--- src/rtl/irqq_pkg.sv ---
package irqq_pkg;
    parameter int unsigned DRIVES = 8;
    localparam int unsigned DRV_W = $clog2(DRIVES);
    localparam int unsigned Q_W   = DRIVES + 1;

    typedef enum logic [1:0] {
        ST_IDLE   = 2'd0,
        ST_HOLD   = 2'd1,
        ST_RAISED = 2'd2
    } irqq_state_e;
endpackage

--- src/rtl/irqq_pick.sv ---
// Lowest-set-bit selector: one-hot grant plus its index.
module irqq_pick #(
    parameter int unsigned Q_W   = 9,
    parameter int unsigned IDX_W = $clog2(Q_W)
) (
    input  logic [Q_W-1:0]   req,
    output logic             any,
    output logic [Q_W-1:0]   grant,
    output logic [IDX_W-1:0] idx
);
    logic [Q_W:0] below;

    assign below[0] = 1'b0;

    genvar g;
    generate
        for (g = 0; g < Q_W; g++) begin : g_chain
            assign below[g+1] = below[g] | req[g];
            assign grant[g]   = req[g] & ~below[g];
        end
    endgenerate

    assign any = below[Q_W];

    always_comb begin
        idx = '0;
        for (int i = 0; i < Q_W; i++) begin
            if (grant[i]) idx = idx | IDX_W'(i);
        end
    end
endmodule

--- src/rtl/irqq_next.sv ---
// Applies one cycle's events to the queue state in fixed order.
module irqq_next #(
    parameter int unsigned Q_W   = 9,
    parameter int unsigned DRV_W = 3,
    parameter int unsigned IDX_W = $clog2(Q_W),
    parameter int unsigned VEC_W = 8,
    parameter logic [VEC_W-1:0] VECTOR = 8'h90
) (
    input  logic [Q_W-1:0]   q_cur,
    input  logic             req_cur,
    input  logic             done_cur,
    input  logic             ie_cur,
    input  logic [DRV_W-1:0] last_drv,
    input  logic [DRV_W-1:0] did_cur,
    input  logic [VEC_W-1:0] vec_cur,
    input  logic             pick_any,
    input  logic [Q_W-1:0]   pick_grant,
    input  logic [IDX_W-1:0] pick_idx,
    input  logic             ack,
    input  logic             done_clr,
    input  logic             csr_wr,
    input  logic             csr_ie,
    input  logic             done_set,
    input  logic             seek_done,
    input  logic [DRV_W-1:0] seek_drv,
    output logic [Q_W-1:0]   q_nxt,
    output logic             req_nxt,
    output logic             done_nxt,
    output logic             ie_nxt,
    output logic [DRV_W-1:0] did_nxt,
    output logic [VEC_W-1:0] vec_nxt
);
    logic [IDX_W-1:0] seek_bit;
    assign seek_bit = IDX_W'(seek_drv) + IDX_W'(1);

    always_comb begin
        q_nxt    = q_cur;
        req_nxt  = req_cur;
        done_nxt = done_cur;
        ie_nxt   = ie_cur;
        did_nxt  = did_cur;
        vec_nxt  = vec_cur;

        // acknowledge
        if (ack) begin
            if (pick_any) begin
                q_nxt   = q_nxt & ~pick_grant;
                vec_nxt = VECTOR;
                did_nxt = (pick_idx == '0) ? last_drv : DRV_W'(pick_idx - IDX_W'(1));
                req_nxt = |(q_nxt);
            end else begin
                q_nxt   = '0;
                vec_nxt = '0;
                req_nxt = 1'b0;
            end
        end

        // DONE cleared
        if (done_clr) begin
            done_nxt = 1'b0;
            q_nxt[0] = 1'b0;
            req_nxt  = 1'b0;
        end

        // control register write
        if (csr_wr) begin
            if (!csr_ie) begin
                q_nxt   = '0;
                req_nxt = 1'b0;
            end else if (done_nxt && !ie_nxt) begin
                q_nxt[0] = 1'b1;
                req_nxt  = 1'b1;
            end
            ie_nxt = csr_ie;
        end

        // DONE set
        if (done_set) begin
            done_nxt = 1'b1;
            if (ie_nxt) begin
                q_nxt[0] = 1'b1;
                req_nxt  = 1'b1;
            end else begin
                q_nxt   = '0;
                req_nxt = 1'b0;
            end
        end

        // seek complete
        if (seek_done) begin
            if (ie_nxt) begin
                q_nxt[seek_bit] = 1'b1;
                if (done_nxt) req_nxt = 1'b1;
            end else begin
                q_nxt   = '0;
                req_nxt = 1'b0;
            end
        end
    end
endmodule

--- src/rtl/irqq_top.sv ---
module irqq_top
    import irqq_pkg::*;
#(
    parameter int unsigned N_DRV  = irqq_pkg::DRIVES,
    parameter int unsigned VEC_W  = 8,
    parameter logic [VEC_W-1:0] VECTOR = 8'h90,
    localparam int unsigned DW    = $clog2(N_DRV),
    localparam int unsigned QW    = N_DRV + 1,
    localparam int unsigned IW    = $clog2(QW)
) (
    input  logic          clk,
    input  logic          rst_n,
    input  logic          ack_i,
    input  logic          done_set_i,
    input  logic          done_clr_i,
    input  logic          seek_done_i,
    input  logic [DW-1:0] seek_drv_i,
    input  logic          csr_wr_i,
    input  logic          csr_ie_i,
    input  logic          cmd_load_i,
    input  logic [DW-1:0] cmd_drv_i,
    output logic          irq_o,
    output logic [QW-1:0] intq_o,
    output logic [DW-1:0] drive_id_o,
    output logic [VEC_W-1:0] vector_o
);
    irqq_state_e state_q, state_d;

    logic [QW-1:0]    q_q, q_d;
    logic             done_q, done_d;
    logic             ie_q, ie_d;
    logic [DW-1:0]    last_q;
    logic [DW-1:0]    did_q, did_d;
    logic [VEC_W-1:0] vec_q, vec_d;
    logic             req_cur, req_d;
    logic             p_any;
    logic [QW-1:0]    p_grant;
    logic [IW-1:0]    p_idx;

    irqq_pick #(.Q_W(QW), .IDX_W(IW)) u_pick (
        .req   (q_q),
        .any   (p_any),
        .grant (p_grant),
        .idx   (p_idx)
    );

    irqq_next #(
        .Q_W(QW), .DRV_W(DW), .IDX_W(IW), .VEC_W(VEC_W), .VECTOR(VECTOR)
    ) u_next (
        .q_cur      (q_q),
        .req_cur    (req_cur),
        .done_cur   (done_q),
        .ie_cur     (ie_q),
        .last_drv   (last_q),
        .did_cur    (did_q),
        .vec_cur    (vec_q),
        .pick_any   (p_any),
        .pick_grant (p_grant),
        .pick_idx   (p_idx),
        .ack        (ack_i),
        .done_clr   (done_clr_i),
        .csr_wr     (csr_wr_i),
        .csr_ie     (csr_ie_i),
        .done_set   (done_set_i),
        .seek_done  (seek_done_i),
        .seek_drv   (seek_drv_i),
        .q_nxt      (q_d),
        .req_nxt    (req_d),
        .done_nxt   (done_d),
        .ie_nxt     (ie_d),
        .did_nxt    (did_d),
        .vec_nxt    (vec_d)
    );

    // Transitions: raise, park, drain.
    always_comb begin
        state_d = state_q;
        unique case (state_q)
            ST_IDLE, ST_HOLD, ST_RAISED: begin
                if (q_d == '0)  state_d = ST_IDLE;
                else if (req_d) state_d = ST_RAISED;
                else            state_d = ST_HOLD;
            end
            default: state_d = ST_IDLE;
        endcase
    end

    // State and data registers.
    always_ff @(posedge clk) begin
        if (!rst_n) begin
            state_q <= ST_IDLE;
            q_q     <= '0;
            done_q  <= 1'b1;
            ie_q    <= 1'b0;
            last_q  <= '0;
            did_q   <= '0;
            vec_q   <= '0;
        end else begin
            state_q <= state_d;
            q_q     <= q_d;
            done_q  <= done_d;
            ie_q    <= ie_d;
            did_q   <= did_d;
            vec_q   <= vec_d;
            if (cmd_load_i) last_q <= cmd_drv_i;
        end
    end

    // Outputs from state.
    always_comb begin
        req_cur = 1'b0;
        unique case (state_q)
            ST_IDLE:   req_cur = 1'b0;
            ST_HOLD:   req_cur = 1'b0;
            ST_RAISED: req_cur = 1'b1;
            default:   req_cur = 1'b0;
        endcase
    end

    assign irq_o      = req_cur;
    assign intq_o     = q_q;
    assign drive_id_o = did_q;
    assign vector_o   = vec_q;
endmodule

--- config.mk ---
export PLATFORM = sky130hd
export DESIGN_NAME = irqq_top
export DESIGN_NICKNAME = d
export VERILOG_FILES = /design/src/rtl/irqq_pkg.sv /design/src/rtl/irqq_pick.sv /design/src/rtl/irqq_next.sv /design/src/rtl/irqq_top.sv
export SDC_FILE = /design/constraint.sdc
export NUM_CORES = 1
export LEC_CHECK = 0
export BUFFER_PORTS_ARGS = -buffer_cell sky130_fd_sc_hd__buf_4
export CORE_AREA = 5 5 79 52
export DETAILED_ROUTE_END_ITERATION = 8
export DIE_AREA = 0 0 84 57
export PLACE_DENSITY = 0.62
export SLEW_MARGIN = 20
export SYNTH_ARGS = -nofsm -noshare
export SYNTH_HDL_FRONTEND = slang
export SYNTH_SLANG_ARGS = --single-unit
--- constraint.sdc ---
create_clock -name clk -period 2 [get_ports clk]
set_input_delay 0.4 -clock clk [delete_from_list [all_inputs] [get_ports clk]]
set_output_delay 0.4 -clock clk [all_outputs]
set_load 0.1 [all_outputs]
==> flow_metrics.tcl <==
set metrics [dict create \
    grt_max_degree 13 \
    synth_xor_area_frac 0 \
    synthAdderAreaFrac 0.01664 \
    synth_top_family_by_area "simple AND/OR/NAND/NOR gates" \
    grt_pass1_vias 1303 \
    crit_start "intq_o[2]" \
    regToRegStartpoint "intq_o[2]" \
    clock_latency_ns 0.26 \
    cp-end-kind "flip-flop" \
    worst_path_max_delay_cell "nor3_1" \
    final_common_cell "buf_4" \
    outcome "finished, final reports clean" \
    clkSinkCount 20 \
    path_clk_slew_ns 0.08 \
    synthDominantCellAreaShare 0.2957 \
    track_usage 0.1642 \
    cts_buffers 3 \
    crit_top_cell "nor3_1" \
    drv_cap 0 \
    rsz0062_at_grt "false" \
    initialDrtViolationCount 85 \
    vias_per_cell 5.443 \
    worstPathCellList "buf_4 > maj3_1 > nor4_1 > nor3_1 > nor2_1 > nor3_1 > o31a_1" \
    hold_class "input pin to flip-flop" \
    wire_per_inst_um 15.73 \
    vias 1290 \
    drive_above_1_share 0.3632 \
    die_h_um 57 \
    dieArea_um2 4788 \
    synth_compound_area_frac 0.2514 \
    setup_viol 0 \
    max_stage_delay_ns 0.43 \
    final_cell_mix "42 x buf_4, 16 x nor2_1, 11 x dfxtp_1" \
    cp.arrival_ns 2.15 \
    worstMarginPinSlew_ns 0.5909 \
    power-per-cell-area_nw_per_um2 653.8 \
    min_from "done_set_i" \
    ios 36 \
    path_buf_inv 1 \
    ctsHtreeMaxLevel 1 \
    clock.fmax_mhz 516.7 \
    ys_warn_count 0 \
    leakage_uw 0.0006948 \
    synth_largest_area_cell "dfxtp_1" \
    fin_tns_setup_ns 0 \
    nets 207 \
    grt_first_pass_wirelength_mm 6.417 \
    die_w_um 84 \
    overflow 0 \
    std_cell_rows 17 \
    finalClockSkew_ns 0.002276 \
    start_kind "flip-flop" \
    crit_type "flip-flop to flip-flop" \
    antenna_cells 0 \
    crit_family "simple AND/OR/NAND/NOR gates" \
    drv_slew 0 \
    post-route-min-period_ns 1.935 \
    synth_area_um2 1354 \
    async_flop_share 0 \
    fillers 345 \
    hold_violations 0 \
    synth-edff-count 0 \
    cp.required_ns 2.21 \
    avgSynthCellArea_um2 8.734 \
    synth-simple-area-share 0.2847 \
    start_util 0.3978 \
    postSynthCellCount 155 \
    gp_congestion 0.7949 \
    utilization 0.5107 \
    antenna_found_initial 0 \
    coreArea_um2 3403 \
    yosys_most_used_dff "dfxtp_1" \
    drc 0 \
    post-route-period-util 0.9677 \
    cts_buffer_depth 2 \
    cts_root_buf "clkbuf_8" \
    cts_tree "built" \
    area_growth_pct 28.37 \
    synth_mux_area_frac 0.05176 \
    first_pass_iters 4 \
    wl_mm 3.729 \
    ant_nets 0 \
    port_buffers 29 \
    holdBufCountCts 0 \
    yosysUniqueCellTypes 53 \
    synthTopCellsByArea "dfxtp_1 30%, mux2i_1 5.2%, nor2_1 4.4%" \
    seq_area_frac_synth 0.2957 \
    ys_ff_latch 20 \
    vdd_drop_max_uv 286.4 \
    slew_headroom 0.6024 \
    dp_hpwl_mm 2.944 \
    critPathMaxFanout 11 \
]
synth_stat cells (all sizes together), types with 2 or more instances:
library cell,number
buf,13
nand2b,3
o31a,3
a211oi,6
or2,2
nor3,8
or3,3
nand2,4
nand3b,4
nor2,16
o21ai,3
clkbuf,3
nor4,3
nor4bb,2
inv,4
a21oi,7
o211ai,3
and4b,2
nor2b,5
mux2i,7
nor3b,2
o21bai,3
a2111oi,2
a31oi,4
dfxtp,20
o31ai,3
a32oi,3
report_power, final:
group	switching (µW)	internal, µW
clock network	146	217
logic	232	116
registers	16.4	409
cell type report:
class                   count  area, µm²  area share
flip-flops and latches     20      426.7      0.2455
multi-input cells         119      852.1      0.4903
repair buffers             42      315.3      0.1814
clock buffers               4      66.31     0.03816
well taps                  47      58.81     0.03384
inverters                   5      18.77     0.01080
cells by family (layout without fill, tap and decap cells):
group / count (synthesis) / in the layout
mux: 7 / 7
compound gates: 44 / 44
fa+ha+maj: 2 / 2
simple gates: 60 / 60
other cells: 1 / 6
buf+inv: 21 / 51
flops: 20 / 20
through the flow:
| stage | cell area, µm² | std cells | worst slack [ns] | hold WS [ns] | total power, µW |
|---|---|---|---|---|---|
| floorplan | 1415 | 160 | 0.0009479 | 0.4596 | 699.6 |
| global placement | 1660 | 232 | -0.05299 | 0.4604 | 769.7 |
| detailed placement | 1660 | 232 | -0.08651 | 0.4680 | 776.3 |
| CTS | 1727 | 236 | 0.08822 | 0.3595 | 1138 |
| global route | 1738 | 237 | 0.004919 | 0.3643 | 1192 |
| finish | 1738 | 237 | 0.06456 | 0.3613 | 1136 |
final timing paths:
check / cells after the start / to / slack [ns]
setup / recovery: 7 / state_q[1] / 0.06
hold / removal: 2 / done_q / 0.36
setup reg to reg: 7 / state_q[1] / 0.06
hold reg to reg: 2 / drive_id_o[0] / 0.48
what timing repair did:
action	in CTS	in global routing
setup buffers	0	1
endpoints found under the setup margin	0	2
resized for setup	0	1
metal layers:
metal  vias up  GRT usage  wire length, µm
met5         -          0                0
li1        640          -                -
met2        43     0.2424             1637
met1       605     0.2474             1870
met3         2    0.04040              208
met4         0    0.02064               13
flip-flops by register name, summed over array words and instances (netlist names):
signal and cells:
last_q 3, vector_o 1, ie_q 1, intq_o 9
drive_id_o 3, done_q 1, state_q 2
Note: power is estimated with default switching activity, not from simulation.
